### config.mk
export PLATFORM = sky130hd
export DESIGN_NAME = mdio_mgmt_ctrl
export DESIGN_NICKNAME = d
export VERILOG_FILES = /design/src/rtl/mdio_mgmt_pkg.sv /design/src/rtl/mdio_mgmt_regs.sv /design/src/rtl/mdio_mgmt_clkgen.sv /design/src/rtl/mdio_mgmt_shifter.sv /design/src/rtl/mdio_mgmt_ctrl.sv
export SDC_FILE = /design/constraint.sdc
export NUM_CORES = 1
export LEC_CHECK = 0
export CORE_ASPECT_RATIO = 1.75
export CORE_MARGIN = 10
export CORE_UTILIZATION = 40
export CTS_BUF_LIST = sky130_fd_sc_hd__clkbuf_8
export DETAILED_ROUTE_END_ITERATION = 7
export HOLD_SLACK_MARGIN = 0.08
export PLACE_DENSITY_LB_ADDON = 0.08
export SLEW_MARGIN = 10
export SYNTH_ARGS = -nofsm -noshare
export SYNTH_HDL_FRONTEND = slang
export SYNTH_SLANG_ARGS = --single-unit
### constraint.sdc
create_clock -name clk -period 1.93 [get_ports clk]
set_input_delay 0.193 -clock clk [delete_from_list [all_inputs] [get_ports clk]]
set_output_delay 0.193 -clock clk [all_outputs]
set_load 0.01 [all_outputs]
### src/rtl/mdio_mgmt_pkg.sv
package mdio_mgmt_pkg;

    localparam int REG_W     = 32;
    localparam int DIV_W     = 6;
    localparam int PRE_BITS  = 32;
    localparam int FRM_BITS  = 32;
    localparam int POS_W     = $clog2(PRE_BITS + FRM_BITS + 1);

    localparam int CMD_OFS   = 0;
    localparam int CFG_OFS   = 4;

    localparam int CMD_GO_BIT   = 29;
    localparam int CMD_FAIL_BIT = 28;
    localparam int CMD_OP_LSB   = 26;
    localparam int CMD_PHY_LSB  = 21;
    localparam int CMD_REG_LSB  = 16;

    localparam int CFG_C22_BIT  = 0;
    localparam int CFG_DIV_LSB  = 4;
    localparam int CFG_SUPP_BIT = 12;

    // frame positions counted from the first preamble bit
    localparam int POS_LAST     = PRE_BITS + FRM_BITS - 1;
    localparam int POS_TA_FIRST = PRE_BITS + 14;
    localparam int POS_TA_CHECK = PRE_BITS + 15;
    localparam int POS_DATA     = PRE_BITS + 16;

    typedef enum logic [1:0] {
        OP_NONE  = 2'b00,
        OP_WRITE = 2'b01,
        OP_READ  = 2'b10,
        OP_RSVD  = 2'b11
    } mdio_op_e;

    typedef struct packed {
        mdio_op_e    op;
        logic [4:0]  phy;
        logic [4:0]  regad;
        logic [15:0] data;
    } mdio_cmd_t;

    typedef struct packed {
        logic             supp;
        logic [DIV_W-1:0] div;
        logic             c22;
    } mdio_cfg_t;

    function automatic mdio_cmd_t cmd_from_word(input logic [REG_W-1:0] w);
        mdio_cmd_t c;
        c.op    = mdio_op_e'(w[CMD_OP_LSB +: 2]);
        c.phy   = w[CMD_PHY_LSB +: 5];
        c.regad = w[CMD_REG_LSB +: 5];
        c.data  = w[15:0];
        return c;
    endfunction

    function automatic logic [REG_W-1:0] cmd_to_word(input mdio_cmd_t c,
                                                     input logic busy,
                                                     input logic fail);
        logic [REG_W-1:0] w;
        w = '0;
        w[CMD_GO_BIT]            = busy;
        w[CMD_FAIL_BIT]          = fail;
        w[CMD_OP_LSB +: 2]       = c.op;
        w[CMD_PHY_LSB +: 5]      = c.phy;
        w[CMD_REG_LSB +: 5]      = c.regad;
        w[15:0]                  = c.data;
        return w;
    endfunction

    function automatic mdio_cfg_t cfg_from_word(input logic [REG_W-1:0] w);
        mdio_cfg_t c;
        c.supp = w[CFG_SUPP_BIT];
        c.div  = w[CFG_DIV_LSB +: DIV_W];
        c.c22  = w[CFG_C22_BIT];
        return c;
    endfunction

    function automatic logic [REG_W-1:0] cfg_to_word(input mdio_cfg_t c);
        logic [REG_W-1:0] w;
        w = '0;
        w[CFG_SUPP_BIT]          = c.supp;
        w[CFG_DIV_LSB +: DIV_W]  = c.div;
        w[CFG_C22_BIT]           = c.c22;
        return w;
    endfunction

    // the 32 bits after the preamble, first bit sent in bit 31
    function automatic logic [FRM_BITS-1:0] frame_word(input mdio_cmd_t c);
        logic [1:0] ta;
        ta = (c.op == OP_READ) ? 2'b11 : 2'b10;
        return {2'b01, c.op, c.phy, c.regad, ta, c.data};
    endfunction

endpackage

### src/rtl/mdio_mgmt_regs.sv
module mdio_mgmt_regs
    import mdio_mgmt_pkg::*;
#(
    parameter int ADDR_W  = 3,
    parameter int RST_DIV = 4,
    parameter bit RST_C22 = 1'b1
) (
    input  logic              clk,
    input  logic              rst,
    input  logic [ADDR_W-1:0] reg_addr,
    input  logic              reg_wen,
    input  logic [REG_W-1:0]  reg_wdata,
    output logic [REG_W-1:0]  reg_rdata,
    input  logic              done,
    input  logic              ta_fail,
    input  logic [15:0]       rd_word,
    output logic              start,
    output mdio_cmd_t         start_cmd,
    output mdio_cmd_t         cmd,
    output logic [DIV_W-1:0]  div,
    output logic              supp,
    output logic              busy,
    output logic              fail
);

    localparam logic [ADDR_W-1:0] A_CMD = ADDR_W'(CMD_OFS);
    localparam logic [ADDR_W-1:0] A_CFG = ADDR_W'(CFG_OFS);

    mdio_cmd_t cmd_q;
    mdio_cfg_t cfg_q;
    logic      busy_q, fail_q;
    logic      cmd_wr, cfg_wr;

    assign cmd_wr    = reg_wen && (reg_addr == A_CMD) && !busy_q;
    assign cfg_wr    = reg_wen && (reg_addr == A_CFG);
    assign start     = cmd_wr && reg_wdata[CMD_GO_BIT];
    assign start_cmd = cmd_from_word(reg_wdata);

    always_ff @(posedge clk) begin
        if (rst) begin
            cmd_q  <= '{op: OP_NONE, phy: '0, regad: '0, data: '0};
            cfg_q  <= '{supp: 1'b0, div: DIV_W'(RST_DIV), c22: RST_C22};
            busy_q <= 1'b0;
            fail_q <= 1'b0;
        end else begin
            if (cmd_wr)
                cmd_q <= start_cmd;
            else if (done && cmd_q.op == OP_READ)
                cmd_q.data <= rd_word;

            if (cfg_wr)
                cfg_q <= cfg_from_word(reg_wdata);

            if (start)
                busy_q <= 1'b1;
            else if (done)
                busy_q <= 1'b0;

            if (start)
                fail_q <= 1'b0;
            else if (ta_fail)
                fail_q <= 1'b1;
        end
    end

    always_comb begin
        unique case (reg_addr)
            A_CMD:   reg_rdata = cmd_to_word(cmd_q, busy_q, fail_q);
            A_CFG:   reg_rdata = cfg_to_word(cfg_q);
            default: reg_rdata = '0;
        endcase
    end

    assign cmd  = cmd_q;
    assign div  = cfg_q.div;
    assign supp = cfg_q.supp;
    assign busy = busy_q;
    assign fail = fail_q;

endmodule

### src/rtl/mdio_mgmt_clkgen.sv
module mdio_mgmt_clkgen #(
    parameter int DIV_W = 6
) (
    input  logic             clk,
    input  logic             rst,
    input  logic             start,
    input  logic             run,
    input  logic [DIV_W-1:0] div,
    output logic             mdc,
    output logic             fall_evt,
    output logic             rise_evt
);

    logic [DIV_W-1:0] cnt_q, div_q;
    logic             mdc_q;
    logic             tc;

    assign tc       = run && (cnt_q == div_q);
    assign fall_evt = tc && mdc_q;
    assign rise_evt = tc && !mdc_q;

    always_ff @(posedge clk) begin
        if (rst) begin
            cnt_q <= '0;
            div_q <= '0;
            mdc_q <= 1'b1;
        end else if (start) begin
            cnt_q <= '0;
            div_q <= div;
            mdc_q <= 1'b1;
        end else if (tc) begin
            cnt_q <= '0;
            mdc_q <= ~mdc_q;
        end else if (run) begin
            cnt_q <= cnt_q + 1'b1;
        end else begin
            cnt_q <= '0;
            mdc_q <= 1'b1;
        end
    end

    assign mdc = mdc_q;

endmodule

### src/rtl/mdio_mgmt_shifter.sv
module mdio_mgmt_shifter
    import mdio_mgmt_pkg::*;
(
    input  logic        clk,
    input  logic        rst,
    input  logic        start,
    input  mdio_cmd_t   start_cmd,
    input  logic        supp,
    input  logic        fall_evt,
    input  logic        rise_evt,
    input  logic        mdio_i,
    output logic        mdio_o,
    output logic        mdio_oe,
    output logic        done,
    output logic        ta_fail,
    output logic [15:0] rd_word
);

    localparam logic [POS_W-1:0] P_PRE   = POS_W'(PRE_BITS);
    localparam logic [POS_W-1:0] P_LAST  = POS_W'(POS_LAST);
    localparam logic [POS_W-1:0] P_TA0   = POS_W'(POS_TA_FIRST);
    localparam logic [POS_W-1:0] P_TA1   = POS_W'(POS_TA_CHECK);
    localparam logic [POS_W-1:0] P_DATA  = POS_W'(POS_DATA);

    logic [FRM_BITS-1:0] frame_q;
    logic [POS_W-1:0]    nxt_q, cur_q;
    logic                rd_q, mdo_q, oe_q;
    logic [14:0]         sh_q;

    always_ff @(posedge clk) begin
        if (rst) begin
            frame_q <= '0;
            nxt_q   <= '0;
            cur_q   <= '0;
            rd_q    <= 1'b0;
            mdo_q   <= 1'b1;
            oe_q    <= 1'b0;
            sh_q    <= '0;
        end else if (start) begin
            frame_q <= frame_word(start_cmd);
            nxt_q   <= supp ? P_PRE : '0;
            cur_q   <= '0;
            rd_q    <= (start_cmd.op == OP_READ);
        end else if (fall_evt) begin
            cur_q <= nxt_q;
            nxt_q <= nxt_q + 1'b1;
            oe_q  <= !(rd_q && nxt_q >= P_TA0);
            if (nxt_q >= P_PRE) begin
                mdo_q   <= frame_q[FRM_BITS-1];
                frame_q <= {frame_q[FRM_BITS-2:0], 1'b0};
            end else begin
                mdo_q <= 1'b1;
            end
        end else if (rise_evt) begin
            if (rd_q && cur_q >= P_DATA)
                sh_q <= {sh_q[13:0], mdio_i};
            if (cur_q == P_LAST)
                oe_q <= 1'b0;
        end
    end

    assign done    = rise_evt && (cur_q == P_LAST);
    assign ta_fail = rise_evt && rd_q && (cur_q == P_TA1) && mdio_i;
    assign rd_word = {sh_q, mdio_i};
    assign mdio_o  = mdo_q;
    assign mdio_oe = oe_q;

endmodule

### src/rtl/mdio_mgmt_ctrl.sv
module mdio_mgmt_ctrl
    import mdio_mgmt_pkg::*;
#(
    parameter int ADDR_W  = 3,
    parameter int RST_DIV = 4,
    parameter bit RST_C22 = 1'b1
) (
    input  logic              clk,
    input  logic              rst,
    input  logic [ADDR_W-1:0] reg_addr,
    input  logic              reg_wen,
    input  logic [REG_W-1:0]  reg_wdata,
    output logic [REG_W-1:0]  reg_rdata,
    output logic              mdc,
    output logic              mdio_o,
    output logic              mdio_oe,
    input  logic              mdio_i
);

    logic             start_w, busy_w, fail_w, done_w, ta_fail_w;
    logic             fall_w, rise_w, supp_w;
    logic [DIV_W-1:0] div_w;
    logic [15:0]      rd_word_w;
    mdio_cmd_t        start_cmd_w, cmd_w;

    mdio_mgmt_regs #(
        .ADDR_W  (ADDR_W),
        .RST_DIV (RST_DIV),
        .RST_C22 (RST_C22)
    ) u_regs (
        .clk       (clk),
        .rst       (rst),
        .reg_addr  (reg_addr),
        .reg_wen   (reg_wen),
        .reg_wdata (reg_wdata),
        .reg_rdata (reg_rdata),
        .done      (done_w),
        .ta_fail   (ta_fail_w),
        .rd_word   (rd_word_w),
        .start     (start_w),
        .start_cmd (start_cmd_w),
        .cmd       (cmd_w),
        .div       (div_w),
        .supp      (supp_w),
        .busy      (busy_w),
        .fail      (fail_w)
    );

    mdio_mgmt_clkgen #(
        .DIV_W (DIV_W)
    ) u_clkgen (
        .clk      (clk),
        .rst      (rst),
        .start    (start_w),
        .run      (busy_w),
        .div      (div_w),
        .mdc      (mdc),
        .fall_evt (fall_w),
        .rise_evt (rise_w)
    );

    mdio_mgmt_shifter u_shifter (
        .clk       (clk),
        .rst       (rst),
        .start     (start_w),
        .start_cmd (start_cmd_w),
        .supp      (supp_w),
        .fall_evt  (fall_w),
        .rise_evt  (rise_w),
        .mdio_i    (mdio_i),
        .mdio_o    (mdio_o),
        .mdio_oe   (mdio_oe),
        .done      (done_w),
        .ta_fail   (ta_fail_w),
        .rd_word   (rd_word_w)
    );

endmodule

==> results.md, run 1 <==
- Total Nets Final: approximately 730
- Post-DR vias/cell: about 5.4
- Status: finished, final reports clean
- Most frequent cells in the layout: dfxtp_1, a21oi_1, nand2_1, clkdlybuf4s50_1, buf_4
- Pin count of the biggest net entering global routing: 63
- Peak supply drop: about 0.40 mV
- Ys flop type: dfxtp_1
- Dpl cell area: between 0.006 and 0.007 sq mm
- Top routing layer in use: met4
- Total leakage power: around 2.5 nW
- DRC: 0
- CP delay by family, top: simple AND/OR/NAND/NOR gates
- EDFF count, synth: 0
- Max Clk Rate: ~530 MHz
- Die Ht: about 170 um
- WP data required: ~2.3 ns
- Crit Path Class: reg -> reg
- Via count: 4,718
- Rows: 55
- IO buf count: between 60 and 70
- Final Cycle Share: 0.976
- Syn. warnings: 0
- DR WL met2: about 8.2 mm
- Final Max Tran Viols: 0
- Final HPWL DP: ~11 mm
- Post-DRT Antenna Nets: 0
- Syn Area/Cell: just under 9 sq um
- Vias in the first global route: ~5,000
- CP Cell Sequence: nor4bb_4, nand4_1, or4_1, buf_6, o221a_2
- Setup Viol. Count Final: 0
- Fin crit period: approximately 1.9 ns
- Hold Crit Class: in -> reg
- CTS H-tree lvls: 4
- Area grow syn2layout: 30.6%
- WL final: between 15 and 20 mm
- Routed len/inst: 17.8 um
- Initial antenna violation count: 0
- Wl on met1: between 6 and 7 mm
- Cell Area, Synth: between 0.005 and 0.006 sq mm
- Met3 wire len: a little under 700 um
- Initial core utilization: 0.407
- RePlAce Congestion: around 0.9
- CTS tree: done
- Setup Skew: around 0.012 ns
- TNS Setup: 0 ns
- Total chip power: approximately 5.2 mW
- Worst path buffer plus inverter count: 1
- Commonest non-fill, non-tap cell in the layout: dfxtp_1
- Crit path max fanout: 16
- Slowest cell delay on critical path: 0.46 ns
- Postcts setup bufs: 0
- Fillcell total: around 1,300
- Core Util, Final: 0.532
- Cts bufs inserted: 17
- Initial DRC Count: roughly 190
- Share of layout cells above drive strength 1: 0.178
- Final Hold Vio Count: 0
- Total gr overflow: 0
- First-pass GRT wire length: between 20 and 30 mm
- Clk_lat worst skew: 0.44 ns
- Synth Register Bits: around 120
- Clock transition at path regs: about 0.080 ns
- Antenna diodes: 0
- Syn Inst Count: ~600
- Post-CTS Hold Fix Bufs: 0
- Setup crit end kind: register
- Sink Count: ~120
- Crit path launch type: register
- Arrival time at the worst endpoint: 2.22 ns
- Sequential share of the synthesized area: 0.439
- Maxcap violations: 0
- Die footprint: 0.0183 sq mm
- Slowest CP cell: or4_1
- RSZ-0062 raised after global routing: false
- Final Cell Area: 0.00684 sq mm
- FFs w/ async S/R, synth: 0
- Post-synth cell types: 64
- Clock Tree Buf Depth: 2
- First-pass iteration count of the detailed router: 5
- Gr usage total: 0.173
- Die W: roughly 110 um
- Core area: 0.0129 sq mm
- I/O pin cnt: between 70 and 80
- P per Cell Area: 767 mW/mm^2
- Clock root buffer: clkbuf_8
-- routing by layer --
metal  up-vias  global-route usage
met4         0              0.0834
met1      2256               0.195
li1       2323                   -
met2       115               0.300
met3        24              0.0371
met5         -                   0
-- cells by family after synthesis --
kind of cell | synth area share
simple gates | 0.210
compound gates | 0.216
flops | 0.439
buf+inv | 0.0604
mux | 0.0401
xor+xnor | 0.0286
fa+ha+maj | 0.00477
other cells | 0.000715
-- timing repair --
action	CTS	global route
cloned	0	0
pin swaps	0	2
resized for setup	7	10
setup endpoints to repair	46	19
-- cells in the mapped netlist, types with 2 or more instances --
master	number	share of area
o221a_1	10	0.021
buf_2	12	0.011
buf_4	2	0.0029
a311oi_1	5	0.0084
buf_1	2	0.0014
nand2b_1	7	0.0084
or2_2	2	0.0024
xnor2_2	5	0.016
and2_1	23	0.027
nor2b_1	2	0.0024
inv_1	21	0.015
o21ai_0	22	0.021
o31ai_1	2	0.0029
nand4_1	4	0.0048
a211oi_1	3	0.0043
or4_1	2	0.0029
ha_1	2	0.0048
dfxtp_1	115	0.44
xnor2_1	3	0.0050
a221oi_1	2	0.0033
clkbuf_1	31	0.022
nand2_1	75	0.054
nor3_1	14	0.013
mux2i_1	21	0.040
a2111oi_0	4	0.0067
o221a_2	22	0.047
nor2_1	37	0.026
nand3b_1	3	0.0043
xor2_1	3	0.0050
buf_6	3	0.0064
nand3_1	30	0.029
and4_1	2	0.0033
nor4_1	5	0.0060
a21oi_1	78	0.074
-- cell type report --
| type | count | area [sq um] | share of cell area |
|---|---|---|---|
| clock inverter | 15 | 190 | 0.0278 |
| clock buffer | 17 | 234 | 0.0342 |
| multi-input combinational | 418 | 2660 | 0.389 |
| timing repair buffer | 117 | 1160 | 0.169 |
| tap | 171 | 214 | 0.0313 |
| inverter | 21 | 78.8 | 0.0115 |
| sequential | 115 | 2300 | 0.337 |
-- stage by stage --
stage / instances / setup WS (ns) / hold slack [ns]
3_5_place_dp: 842 / -0.173 / 0.445
2_1_floorplan: 605 / 0.0666 / 0.317
4_1_cts: 874 / 0.000495 / 0.109
3_3_place_gp: 842 / -0.143 / 0.439
6_report: 874 / 0.0459 / 0.119
5_1_grt: 874 / 0.000716 / 0.150
-- registers in the layout (all words and copies together) (netlist names) --
register           cells
u_shifter.frame_q     32
u_regs.cmd            28
u_shifter.sh_q        15
u_shifter.cur_q        7
u_shifter.nxt_q        7
u_clkgen.cnt_q         6
u_clkgen.div_q         6
u_regs.div             6
u_clkgen.mdc           1
u_regs.busy            1
u_regs.cfg_q           1
u_regs.fail            1
u_regs.supp            1
u_shifter.mdio_o       1
u_shifter.mdio_oe      1
u_shifter.rd_q         1
-- path summary, 6_finish.rpt --
kind,start,to,slack [ns],cells after the start
hold / removal,rst,u_clkgen.mdc$_SDFFE_PP1P_,0.12,3
hold reg to reg,u_regs.cmd[20]$_SDFFE_PP0P_,u_regs.cmd[20]$_SDFFE_PP0P_,0.45,2
setup reg to reg,u_clkgen.mdc$_SDFFE_PP1P_,u_regs.cmd[5]$_SDFFE_PP0P_,0.05,5
setup / recovery,u_clkgen.mdc$_SDFFE_PP1P_,u_regs.cmd[5]$_SDFFE_PP0P_,0.05,5
-- where the power goes --
part	internal (mW)	switching (mW)
logic	0.178	0.182
registers	2.41	0.0241
clock network	1.40	1.06
total	3.98	1.26
-- worst reg2reg max path, cell delays in order, from the launching register on --
cell and delay (ns):
dfxtp_2 0.36, nor4bb_4 0.33, nand4_1 0.20, or4_1 0.46, buf_6 0.19, o221a_2 0.26
Note: power is estimated with default switching activity, not from simulation.
==> inputs of run 2 (changes only) <==
--- a/config.mk
+++ b/config.mk
@@ -5,6 +5,7 @@
 export SDC_FILE = /design/constraint.sdc
 export NUM_CORES = 1
 export LEC_CHECK = 0
+export CAP_MARGIN = 10
 export CORE_ASPECT_RATIO = 1.75
 export CORE_MARGIN = 10
 export CORE_UTILIZATION = 40
@@ -12,6 +13,7 @@
 export DETAILED_ROUTE_END_ITERATION = 7
 export HOLD_SLACK_MARGIN = 0.08
 export PLACE_DENSITY_LB_ADDON = 0.08
+export SKIP_LAST_GASP = 1
 export SLEW_MARGIN = 10
 export SYNTH_ARGS = -nofsm -noshare
 export SYNTH_HDL_FRONTEND = slang
==> constraint.sdc (replaced) <==
create_clock -name clk -period 2.2 [get_ports clk]
set_input_delay 0.22 -clock clk [delete_from_list [all_inputs] [get_ports clk]]
set_output_delay 0.22 -clock clk [all_outputs]
set_load 0.01 [all_outputs]
==> results.md, run 2 (synthesis results as in run 1) <==
- Status: finished, final reports clean
- Die Ht: 171 um
- Core Util, Final: 0.518
- Combinational share of power: 0.068
- Switching power: approximately 1.1 mW
- WP data required: ~2.0 ns
- Met2 Use GR: 0.292
- DRC: 0
- Pin count of the biggest net entering global routing: 45
- Routed len/inst: ~18 um
- Final HPWL DP: roughly 11 mm
- Met3 Use GR: 0.0382
- Peak supply drop: approximately 0.43 mV
- IO buf count: 68
- Via count: about 4,700
- Final Cycle Share: 0.969
- Clock Power Share: 0.457
- Rows: 55
- Maxcap violations: 0
- First-pass iteration count of the detailed router: 5
- Fillcell total: between 1,000 and 1,500
- Fin crit period: 2.13 ns
- Core area: between 0.01 and 0.015 sq mm
- Slowest cell delay on critical path: 0.56 ns
- CP Cell Sequence: clkdlybuf4s50_1, nor3_4, buf_12, and2_1, clkdlybuf4s50_1
- Crit Path Class: in -> out
- Clock root buffer: clkbuf_8
- Share of layout cells above drive strength 1: 0.157
- Antenna diodes: 0
- Final Cell Area: 0.00667 sq mm
- Most frequent cells in the layout: dfxtp_1, a21oi_1, nand2_1, clkdlybuf4s50_1, nor2_1
- Area grow syn2layout: 27.2%
- Clock Tree Buf Depth: 2
- Gr usage total: 0.171
- CTS tree: done
- Max_slew headroom: 0.627
- Commonest non-fill, non-tap cell in the layout: dfxtp_1
- GRT busiest layer: met2
- Setup crit end kind: output pin
- Crit path top cell by count: clkdlybuf4s50_1
- Die footprint: between 0.015 and 0.02 sq mm
- Initial antenna violation count: 0
- Clock transition at path regs: roughly 0.07 ns
- Clk_lat worst skew: ~0.43 ns
- Postcts setup bufs: 0
- Crit path max fanout: 21
- Vias in the first global route: between 4,000 and 5,000
- Sink Count: approximately 120
- Initial core utilization: 0.407
- Switching power share of the total: 0.242
- Internal Power: between 3 and 4 mW
- WL final: between 15 and 20 mm
- Crit path launch type: input port
- Die W: between 100 and 150 um
- First-pass GRT wire length: approximately 25 mm
- Setup Skew: 0.0128 ns
- Cts bufs inserted: 17
- Final Hold Vio Count: 0
- RSZ-0062 raised after global routing: true
- Final Max Tran Viols: 0
- Total Nets Final: between 700 and 800
- Worst Max-Slew Pin Slew: between 0.5 and 0.6 ns
- M1 GR Usage: 0.198
- Arrival time at the worst endpoint: 1.91 ns
- RePlAce Congestion: 0.889
- Max reg flops: 32
- Post-DR vias/cell: approximately 5.5
- Total gr overflow: 0
- Sequential share of power: 0.475
- CTS H-tree lvls: 4
- Worst path buffer plus inverter count: 3
- Hold Crit Class: in -> reg
- Dpl cell area: between 0.006 and 0.007 sq mm
- P per Cell Area: approximately 670 mW/mm^2
- Slowest CP cell: clkdlybuf4s50_1
- CP delay by family, top: buffers and inverters
- Total chip power: 4.50 mW
- Largest Register: u_shifter.frame_q
- Setup Viol. Count Final: 0
- Total leakage power: roughly 2.4 nW
- Max Clk Rate: roughly 470 MHz
- I/O pin cnt: 74
- Initial DRC Count: ~200
- Post-DRT Antenna Nets: 0
run 2: changes by cell type in the layout (fill, tap and decap cells not counted), moves of 2 or more:
cell             before  now
a2111oi_1             2    0
buf_12                8    6
clkdlybuf4s50_1      60   66
buf_6                 2    0
dlymetal6s2s_1        4    1
buf_4                39   29
dlygate4sd2_1         3    0
dfxtp_1             113  115
a2111oi_0             2    4
dfxtp_2               2    0
run 2: what timing repair did:
action / 4_1_cts / 5_1_grt
hold buffers: 0 / 0
gates resized for setup: 0 / 3
setup endpoints to repair: 0 / 23
run 2: per-layer routing:
layer  up-vias  wire (um)
met5         -          0
met4         0        371
met3        29        603
met2       101       7800
met1      2265       6420
li1       2293          -
run 2: per-stage QoR:
step	hold slack, ns	setup WS, ns	setup TNS, ns	instances
after floorplan	0.344	0.337	0	605
after global placement	0.438	0.00336	0	828
after detailed placement	0.442	-0.000446	-0.000446	828
after CTS	0.236	0.0128	0	860
after global routing	0.244	-0.0233	-0.0233	860
final	0.246	0.0675	0	860
run 2: cell type report:
type                    count  area (sq um)  share of cell area
flip-flops and latches    115          2300               0.345
repair buffers            103          1020               0.152
clock buffers              18           248              0.0372
clock inverters            14           161              0.0242
well taps                 171           214              0.0321
inverters                  21          78.8              0.0118
multi-input cells         418          2650               0.397
run 2: path summary, 6_finish.rpt:
| kind | cells past startpoint | slack, ns | startpoint | end |
|---|---|---|---|---|
| worst max-delay path | 5 | 0.07 | reg_addr[0] | reg_rdata[26] |
| worst max register to register | 5 | 0.21 | u_clkgen.mdc$_SDFFE_PP1P_ | u_regs.cmd[0]$_SDFFE_PP0P_ |
| worst min-delay path | 2 | 0.25 | rst | u_shifter.sh_q[9]$_SDFFE_PP0P_ |
| worst min register to register | 2 | 0.45 | u_regs.cmd[25]$_SDFFE_PP0P_ | u_regs.cmd[25]$_SDFFE_PP0P_ |
run 2: power groups by stage:
stage                     Combinational, mW  Sequential (mW)  Clock, mW
after floorplan                       0.155             2.17          0
after global placement                0.302             2.18          0
after detailed placement              0.303             2.18          0
after CTS                             0.305             2.13       2.10
after global routing                  0.334             2.14       2.19
final                                 0.306             2.13       2.06
==> inputs of run 3 (changes only) <==
--- a/config.mk
+++ b/config.mk
@@ -12,7 +12,7 @@
 export CTS_BUF_LIST = sky130_fd_sc_hd__clkbuf_8
 export DETAILED_ROUTE_END_ITERATION = 7
 export HOLD_SLACK_MARGIN = 0.08
-export PLACE_DENSITY_LB_ADDON = 0.08
+export SKIP_CTS_REPAIR_TIMING = 1
 export SKIP_LAST_GASP = 1
 export SLEW_MARGIN = 10
 export SYNTH_ARGS = -nofsm -noshare
==> results.md, run 3 (synthesis results as in run 1) <==
- Crit Path Class: in -> out
- Routed len/inst: around 18 um
- Initial DRC Count: between 300 and 400
- Final Cell Area: ~0.0067 sq mm
- Die Ht: about 170 um
- Fin crit period: around 2.1 ns
- Rows: 55
- Core Util, Final: 0.522
- Pin count of the biggest net entering global routing: 45
- Hold Slack: 0.233 ns
- Hold Crit Class: in -> reg
- Clock transition at path regs: 0.07 ns
- Final Cycle Share: 0.967
- Setup Skew: approximately 0.0093 ns
- CTS H-tree lvls: 4
- Setup Viol. Count Final: 0
- Crit path top cell by count: clkdlybuf4s50_1
- Most frequent cells in the layout: dfxtp_1, a21oi_1, nand2_1, clkdlybuf4s50_1, nor2_1
- Largest Register: u_shifter.frame_q
- RePlAce Congestion: between 0.8 and 0.9
- Commonest non-fill, non-tap cell in the layout: dfxtp_1
- I/O pin cnt: between 70 and 80
- Worst Max-Slew Pin Slew: ~0.52 ns
- Final Hold Vio Count: 0
- Via count: about 4,800
- Clock Tree Buf Depth: 2
- Vias in the first global route: around 4,900
- Antenna diodes: 0
- Setup crit end kind: output pin
- Die W: between 100 and 150 um
- CP delay by family, top: buffers and inverters
- DRC: 0
- Initial antenna violation count: 0
- CTS tree: done
- Fillcell total: about 1,200
- First-pass iteration count of the detailed router: 7
- WP data required: 1.98 ns
- Total gr overflow: 0
- Dpl cell area: 0.00628 sq mm
- Max reg flops: 32
- Maxcap violations: 0
- Slowest cell delay on critical path: 0.56 ns
- Crit path launch type: input port
- Final HPWL DP: around 11 mm
- Slowest CP cell: clkdlybuf4s50_1
- TNS Setup: 0 ns
- Area grow syn2layout: 28.1%
- Arrival time at the worst endpoint: 1.91 ns
- Clock root buffer: clkbuf_8
- Die footprint: around 0.018 sq mm
- Share of layout cells above drive strength 1: 0.163
- Max_slew headroom: 0.652
- Cts bufs inserted: 17
- RSZ-0062 raised after global routing: false
- P per Cell Area: 677 mW/mm^2
- Post-DRT Antenna Nets: 0
- Final Max Tran Viols: 0
- Crit path max fanout: 9
- First-pass GRT wire length: about 25 mm
- Total leakage power: between 2 and 2.5 nW
- WL final: between 15 and 20 mm
- Post-DR vias/cell: between 5 and 6
- Core area: between 0.01 and 0.015 sq mm
- Max Clk Rate: ~470 MHz
- Gr usage total: 0.173
- Total Nets Final: ~720
- Peak supply drop: 0.335 mV
- Sink Count: 115
- Worst path buffer plus inverter count: 2
- CP Cell Sequence: clkdlybuf4s50_1, or2_2, nor2_1, clkdlybuf4s50_1
- Status: finished, final reports clean
- IO buf count: between 60 and 70
- Initial core utilization: 0.407
- Clk_lat worst skew: 0.42 ns
[run 3: cell types whose count changed in the layout (fill, tap and decap cells not counted), moves of 2 or more]
cell / delta
inv_6: -2
buf_4: +5
clkbuf_8: +4
clkinvlp_4: -3
[run 3: worst reg2reg max path, cell delays in order, from the launching register on]
cell and delay, ns:
dfxtp_1 0.36, nor4bb_1 0.45, nand4_1 0.22, or4_1 0.43, buf_4 0.21, o221a_2 0.26
[run 3: metal layers]
metal	vias up	wire length (um)	part of all wire	track usage
li1	2303	-	-	-
met1	2298	5910	0.38	0.182
met2	134	8500	0.55	0.315
met3	25	719	0.046	0.0382
met4	0	444	0.029	0.0857
met5	-	0	0	0
[run 3: cell type report]
type / instances / area (sq um) / area share
Clock buffer: 22 / 303 / 0.0451
Clock inverter: 9 / 126 / 0.0188
Inverter: 21 / 78.8 / 0.0117
Multi-Input combinational cell: 418 / 2640 / 0.393
Sequential cell: 115 / 2300 / 0.343
Tap cell: 171 / 214 / 0.0319
Timing Repair Buffer: 108 / 1050 / 0.157
[run 3: worst paths after layout]
path                                                  start                          end  slack, ns  cells after the start
worst min register to register  u_regs.cmd[18]$_SDFFE_PP0P_  u_regs.cmd[18]$_SDFFE_PP0P_       0.45                      2
worst max-delay path                            reg_addr[1]                 reg_rdata[5]       0.07                      4
worst max register to register  u_regs.cmd[27]$_SDFFE_PP0P_   u_regs.cmd[1]$_SDFFE_PP0P_       0.16                      5
worst min-delay path                                    rst  u_regs.cmd[23]$_SDFFE_PP0P_       0.23                      2
[run 3: power breakdown]
group	internal [mW]	switching, mW	leakage, nW
clock	1.26	0.836	0.220
sequential	2.12	0.0231	0.929
combinational	0.152	0.156	1.28
[run 3: through the flow]
stage                     power [mW]  setup slack (ns)  instances
after floorplan                 2.33             0.337        605
after global placement          2.49          -0.00283        833
after detailed placement        2.49           -0.0228        833
after CTS                       4.59            0.0546        864
after global routing            4.71           0.00897        864
final                           4.54            0.0724        864
